### config.mk
export PLATFORM = sky130hd
export DESIGN_NAME = ring_ptr_tracker
export DESIGN_NICKNAME = d
export VERILOG_FILES = /design/src/rtl/rbp_pkg.sv /design/src/rtl/rbp_pointer.sv /design/src/rtl/rbp_level.sv /design/src/rtl/rbp_hostregs.sv /design/src/rtl/ring_ptr_tracker.sv
export SDC_FILE = /design/constraint.sdc
export NUM_CORES = 1
export LEC_CHECK = 0
export ABC_AREA = 0
export BUFFER_PORTS_ARGS = -buffer_cell sky130_fd_sc_hd__buf_4
export CAP_MARGIN = 0
export CORE_ASPECT_RATIO = 2
export CORE_MARGIN = 2
export CORE_UTILIZATION = 40
export DETAILED_ROUTE_END_ITERATION = 8
export SLEW_MARGIN = 20
export SYNTH_ARGS = -nofsm -noshare
export SYNTH_HDL_FRONTEND = slang
export SYNTH_SLANG_ARGS = --single-unit
### constraint.sdc
create_clock -name clk -period 8 [get_ports clk]
set_clock_uncertainty 0.15 [all_clocks]
set_input_delay 1.2 -clock clk [delete_from_list [all_inputs] [get_ports clk]]
set_output_delay 1.2 -clock clk [all_outputs]
set_load 0.005 [all_outputs]
### src/rtl/rbp_pkg.sv
package rbp_pkg;

    localparam int ADDR_W_DFLT = 19;
    localparam int NUM_PTRS    = 3;
    localparam int NUM_FIELDS  = 5;
    localparam int FSEL_W      = 3;
    localparam int BSEL_W      = 2;

    typedef enum logic [FSEL_W-1:0] {
        FLD_WPTR = 3'd0,
        FLD_APTR = 3'd1,
        FLD_BPTR = 3'd2,
        FLD_ACNT = 3'd3,
        FLD_BCNT = 3'd4
    } field_e;

    typedef enum int {
        PIDX_WR = 0,
        PIDX_A  = 1,
        PIDX_B  = 2
    } ptr_idx_e;

    typedef struct packed {
        logic wr;
        logic rd_a;
        logic rd_b;
    } adv_t;

    function automatic int bytes_for(input int bits);
        return (bits + 7) / 8;
    endfunction

endpackage

### src/rtl/rbp_pointer.sv
module rbp_pointer #(
    parameter int AW = rbp_pkg::ADDR_W_DFLT
) (
    input  logic          clk,
    input  logic          rst,
    input  logic [AW-1:0] base,
    input  logic [AW-1:0] size,
    input  logic          adv,
    input  logic          clr,
    output logic [AW-1:0] ptr,
    output logic          wrap
);

    logic [AW-1:0] last_addr;
    logic          at_last;
    logic          wrap_evt;

    assign last_addr = base + size - AW'(1);
    assign at_last   = (ptr == last_addr);
    assign wrap_evt  = adv && at_last;

    always_ff @(posedge clk) begin
        if (rst) begin
            ptr  <= base;
            wrap <= 1'b0;
        end else begin
            if (adv) begin
                ptr <= at_last ? base : ptr + AW'(1);
            end
            if (wrap_evt) begin
                wrap <= 1'b1;
            end else if (clr) begin
                wrap <= 1'b0;
            end
        end
    end

    AST_WRAP_TO_BASE: assert property (@(posedge clk) disable iff (rst)
        (adv && at_last) |=> (wrap && ptr == base));
    AST_STEP_ONE: assert property (@(posedge clk) disable iff (rst)
        (adv && !at_last) |=> (ptr == $past(ptr) + AW'(1)));
    AST_IDLE_HOLD: assert property (@(posedge clk) disable iff (rst)
        !adv |=> $stable(ptr));
    AST_IN_RANGE: assert property (@(posedge clk) disable iff (rst)
        (ptr - base) < size);

endmodule

### src/rtl/rbp_level.sv
module rbp_level #(
    parameter int AW = rbp_pkg::ADDR_W_DFLT
) (
    input  logic [AW-1:0] wr_ptr,
    input  logic [AW-1:0] rd_ptr,
    input  logic [AW-1:0] size,
    output logic [AW-1:0] count
);

    logic [AW-1:0] raw;

    assign raw = wr_ptr - rd_ptr;

    always_comb begin
        if (wr_ptr >= rd_ptr) begin
            count = raw;
        end else begin
            count = raw + size;
        end
    end

endmodule

### src/rtl/rbp_hostregs.sv
module rbp_hostregs #(
    parameter int AW  = rbp_pkg::ADDR_W_DFLT,
    parameter int NF  = rbp_pkg::NUM_FIELDS,
    parameter int FSW = rbp_pkg::FSEL_W,
    parameter int BSW = rbp_pkg::BSEL_W
) (
    input  logic                     clk,
    input  logic                     rst,
    input  logic                     rd_en,
    input  logic [FSW+BSW-1:0]       addr,
    input  logic [NF-1:0][AW:0]      fields,
    output logic [7:0]               rdata,
    output logic [NF-1:0]            low_hit
);

    localparam int FW = AW + 1;
    localparam int NB = rbp_pkg::bytes_for(FW);
    localparam int PW = NB * 8;

    logic [FSW-1:0]         fsel;
    logic [BSW-1:0]         bsel;
    logic [NF-1:0][PW-1:0]  live;
    logic [NF-1:0][PW-1:0]  snap;
    logic [7:0]             sel_byte;
    logic                   addr_ok;

    assign fsel    = addr[FSW+BSW-1:BSW];
    assign bsel    = addr[BSW-1:0];
    assign addr_ok = (int'(fsel) < NF) && (int'(bsel) < NB);

    for (genvar f = 0; f < NF; f++) begin : g_field
        assign live[f]    = PW'(fields[f]);
        assign low_hit[f] = rd_en && (fsel == FSW'(f)) && (bsel == '0);

        always_ff @(posedge clk) begin
            if (rst) begin
                snap[f] <= '0;
            end else if (low_hit[f]) begin
                snap[f] <= live[f];
            end
        end
    end

    always_comb begin
        sel_byte = 8'h00;
        if (addr_ok) begin
            if (bsel == '0) begin
                sel_byte = live[fsel][7:0];
            end else begin
                sel_byte = snap[fsel][int'(bsel)*8 +: 8];
            end
        end
    end

    always_ff @(posedge clk) begin
        if (rst) begin
            rdata <= 8'h00;
        end else if (rd_en) begin
            rdata <= sel_byte;
        end
    end

    AST_BAD_ADDR_ZERO: assert property (@(posedge clk) disable iff (rst)
        (rd_en && !addr_ok) |=> (rdata == 8'h00));
    AST_RDATA_HOLD: assert property (@(posedge clk) disable iff (rst)
        !rd_en |=> $stable(rdata));
    AST_UPPER_FROZEN: assert property (@(posedge clk) disable iff (rst)
        (low_hit == '0) |=> $stable(snap));

endmodule

### src/rtl/ring_ptr_tracker.sv
module ring_ptr_tracker #(
    parameter int AW  = rbp_pkg::ADDR_W_DFLT,
    parameter int FSW = rbp_pkg::FSEL_W,
    parameter int BSW = rbp_pkg::BSEL_W
) (
    input  logic               clk,
    input  logic               rst,
    input  logic [AW-1:0]      base_addr,
    input  logic [AW-1:0]      buf_size,
    input  logic               wr_adv,
    input  logic               rda_adv,
    input  logic               rdb_adv,
    input  logic               host_rd,
    input  logic [FSW+BSW-1:0] host_addr,
    output logic [7:0]         host_rdata
);
    import rbp_pkg::*;

    localparam int NP = NUM_PTRS;
    localparam int NF = NUM_FIELDS;

    logic [NP-1:0][AW-1:0] ptr;
    logic [NP-1:0]         wrap;
    logic [NP-1:0]         step;
    logic [NF-1:0]         low_hit;
    logic [NF-1:0][AW:0]   fields;
    logic [AW-1:0]         cnt_a;
    logic [AW-1:0]         cnt_b;
    logic [AW-1:0]         full_lvl;
    logic                  full;
    adv_t                  req;
    adv_t                  ok;

    assign req      = '{wr: wr_adv, rd_a: rda_adv, rd_b: rdb_adv};
    assign full_lvl = buf_size - AW'(1);
    assign full     = (cnt_a == full_lvl) || (cnt_b == full_lvl);

    always_comb begin
        ok.wr   = req.wr   && !full;
        ok.rd_a = req.rd_a && (cnt_a != '0);
        ok.rd_b = req.rd_b && (cnt_b != '0);
    end

    assign step[PIDX_WR] = ok.wr;
    assign step[PIDX_A]  = ok.rd_a;
    assign step[PIDX_B]  = ok.rd_b;

    for (genvar p = 0; p < NP; p++) begin : g_ptr
        rbp_pointer #(.AW(AW)) u_ptr (
            .clk  (clk),
            .rst  (rst),
            .base (base_addr),
            .size (buf_size),
            .adv  (step[p]),
            .clr  (low_hit[p]),
            .ptr  (ptr[p]),
            .wrap (wrap[p])
        );
        assign fields[p] = {wrap[p], ptr[p]};
    end

    rbp_level #(.AW(AW)) u_lvl_a (
        .wr_ptr (ptr[PIDX_WR]),
        .rd_ptr (ptr[PIDX_A]),
        .size   (buf_size),
        .count  (cnt_a)
    );

    rbp_level #(.AW(AW)) u_lvl_b (
        .wr_ptr (ptr[PIDX_WR]),
        .rd_ptr (ptr[PIDX_B]),
        .size   (buf_size),
        .count  (cnt_b)
    );

    assign fields[FLD_ACNT] = {1'b0, cnt_a};
    assign fields[FLD_BCNT] = {1'b0, cnt_b};

    rbp_hostregs #(.AW(AW), .NF(NF), .FSW(FSW), .BSW(BSW)) u_regs (
        .clk     (clk),
        .rst     (rst),
        .rd_en   (host_rd),
        .addr    (host_addr),
        .fields  (fields),
        .rdata   (host_rdata),
        .low_hit (low_hit)
    );

    AST_COUNT_BOUND: assert property (@(posedge clk) disable iff (rst)
        (cnt_a < buf_size) && (cnt_b < buf_size));
    AST_EMPTY_A_HOLD: assert property (@(posedge clk) disable iff (rst)
        (rda_adv && cnt_a == '0) |=> $stable(ptr[PIDX_A]));
    AST_EMPTY_B_HOLD: assert property (@(posedge clk) disable iff (rst)
        (rdb_adv && cnt_b == '0) |=> $stable(ptr[PIDX_B]));
    AST_NO_OVERRUN: assert property (@(posedge clk) disable iff (rst)
        (wr_adv && full) |=> $stable(ptr[PIDX_WR]));
    AST_A_INDEP_OF_B: assert property (@(posedge clk) disable iff (rst)
        (!rda_adv && !wr_adv) |=> $stable(cnt_a));

endmodule

==> results.yml <==
run_status:
  outcome: "finished clean"
place:
  gp_congestion: 1.07
  numPortBuffers: 56
  placed_area_mm2: 0.0152
  dpl.hpwl_um: 48200
  pre_cts_slack_ns: 1.22
pwr:
  power_mw: 4.56
  power.density_mw_per_mm2: 289
  p_leak_nw: 6.32
  vdd_drop_max_v: 0.000195
global_routing:
  grt_overflow: 0
  grt.total_usage_pct: 30.8
  grt_max_degree: 75
  antenna_found_initial: 0
  grt_pass1_wl_um: 87500
  grt_pass1_vias: 13942
critical_path:
  cp_cell_sequence: "inv_1 -> ha_1 -> inv_1 -> fa_1 -> a21o_1 -> a311oi_1 -> o21bai_1 -> a21oi_1 -> xnor2_1 -> ha_1 -> and3_1 -> nand2_1 -> a21oi_1 -> nor2_1 -> o21a_1 -> o21ai_0 -> mux2i_1 -> xor2_1 -> nand4_1 -> o31ai_1 -> nand2_1"
  critPathMaxFanout: 19
  slowest_stage: "nand2_1"
  critical_path_class: "register to register"
  startpoint_type: "register"
  cp-end-kind: "register"
  required_ns: 7.77
  worst_ep_arrival_time_ns: 6.79
  slowest_delay_ns: 0.74
die:
  die_h_um: 273
  num_rows: 98
  ios: 57
  start_util_pct: 40.5
  die_width_um: 139
  core_mm2: 0.0358
  die_area_mm2: 0.0379
routing:
  routed_wl_um: 59600
  dr.pass1.iters: 6
  drc: 0
  drtAntennaViolNets: 0
  routedWlPerCell_um: 26.4
  drt-initial-drc-count: 1258
  dr_total_vias: 14001
  routed_via_density: 6.19
timing:
  setup_ws_ns: 0.978
  tns_ns: 0
  grt_setup_unrepaired: "false"
  period_needed_ns: 7.02
  maxSlewViolCount: 0
  finalSetupViolCount: 0
  finalHoldViolCount: 0
  timing.slew.headroom_pct: 24.5
  tightest_slew_ns: 1.13
  finalCritPeriodShare_pct: 87.8
  fmax_mhz: 142
synthesis:
  synth-seq-cells: 126
  synthArstFlopShare_pct: 0
  synth_top_area_share_pct: 11.8
  synth_top_area_cell: "edfxtp_1"
  synth_commonest_cells: "nand2_1, xnor2_1, a21oi_1"
  synth_seq_area_share_pct: 21.3
  yosys_warnings: 0
  syn-cell-area_mm2: 0.0145
  synthesis.nets: 1973
  syn-instance-count: 1806
  synth.most_common_cell: "nand2_1"
  synthFlopType: "dfxtp_1"
  synth_area_per_cell_um2: 8.03
  yosys-top-cells-area: "edfxtp_1, xnor2_1, ha_1"
  synth_edf_count: 57
  synth.distinct_cells: 96
layout:
  drive_above_1_share_pct: 8.61
  syn2layout_area_growth_pct: 8.67
  fin_area_mm2: 0.0158
  diodes: 0
  final_util_pct: 44.0
  finalNetCount: 1965
run:
  maxCapViolations: 0
clock_tree:
  cts_setup_buffers: 0
  clkTransAtPathRegs_ns: 0.06
  h-tree-depth: 4
  cts.repair.resized: 0
  clk_latency_ns: 0.44
  cts_tree: "done"
  cts_root_buffer: "clkbuf_16"
  cts_inserted_buffers: 17
  clockBufferDepth: 2
  cts_sinks: 126
  ctsHoldBuffers: 0
min_path:
  hold_class: "register to register"
==> flip-flops by register name, indices dropped and copies added, names as in the netlist <==
signal,flops
g_ptr.u_ptr.ptr,57
g_ptr.u_ptr.wrap,3
u_regs.snap,58
u_regs.rdata,8
==> placed cells by master (no fill, tap or decap), types with 6 or more instances in the layout <==
master,n
a22oi_1,13
a211oi_1,27
nor2_1,116
edfxtp_1,57
nor4_1,15
o21ai_1,7
nand2_1,181
mux4_2,14
nand2b_1,11
o21ai_0,61
ha_1,113
or3_1,11
o21bai_1,11
a2111oi_0,6
o221ai_1,7
nand3_1,50
a21o_1,22
buf_4,66
mux2i_1,76
inv_1,149
a31oi_1,10
or4_1,8
and3_1,19
a21oi_1,155
and2_1,11
clkbuf_16,18
o2111ai_1,9
nor3_1,34
dfxtp_1,69
mux2_2,9
or2_2,9
a221oi_1,7
o211ai_1,17
o21a_1,18
o31ai_1,6
nand3b_1,6
nand4_1,36
xnor2_1,179
xor2_1,46
nor2b_1,14
==> kinds of logic (layout without fill, tap and decap cells) <==
family | after synthesis | in the layout | synth area share [%]
compound gates | 436 | 436 | 19.7
xor+xnor | 236 | 236 | 15.2
fa+ha+maj | 118 | 118 | 10.4
buf+inv | 243 | 248 | 6.69
flops | 126 | 126 | 21.3
mux | 100 | 100 | 8.20
simple gates | 547 | 547 | 18.5
==> worst paths after layout <==
path	depth (start not counted)	end	slack [ns]	startpoint
max reg2reg	21	g_ptr[2].u_ptr.ptr[7]	0.98	g_ptr[0].u_ptr.ptr[0]
min reg2reg	2	u_regs.snap[16]	0.30	u_regs.snap[16]
max	21	g_ptr[2].u_ptr.ptr[7]	0.98	g_ptr[0].u_ptr.ptr[0]
min	2	u_regs.snap[16]	0.30	u_regs.snap[16]
==> cell type report <==
| cell class | instances | area (um2) |
|---|---|---|
| Clock buffer | 19 | 464 |
| Clock inverter | 13 | 125 |
| Fill cell | 3635 | 20000 |
| Inverter | 150 | 563 |
| Multi-Input combinational cell | 1437 | 10500 |
| Sequential cell | 126 | 3090 |
| Tap cell | 450 | 563 |
| Timing Repair Buffer | 66 | 495 |
==> metrics by stage <==
step / cells / hold slack (ns)
after floorplan: 1806 / 0.282
after global placement: 2229 / 0.290
after detailed placement: 2229 / 0.297
after CTS: 2261 / 0.306
after global routing: 2261 / 0.318
final: 2261 / 0.303
==> power breakdown <==
group / switching [mW] / internal (mW)
Combinational: 1.84 / 1.11
Clock: 0.343 / 0.462
Sequential: 0.0828 / 0.725
==> per-layer routing <==
layer / up-vias / wire length (um) / GRT usage, %
met5: - / 0 / 0
met4: 0 / 5540 / 23.2
met3: 234 / 2660 / 3.60
met2: 596 / 31000 / 58.4
met1: 6714 / 20500 / 30.3
li1: 6457 / - / -
==> critical path: cells and delay by family (launching register included) <==
family	cells	cell delay, ns
buffers and inverters	2	0.18
adder cells (fa/ha/maj)	3	1.07
flip-flops	1	0.50
multiplexers	1	0.34
AO/OA/AOI/OAI	8	2.25
XOR/XNOR	2	0.63
AND/OR/NAND/NOR	5	1.36
Note: power is estimated with default switching activity, not from simulation.
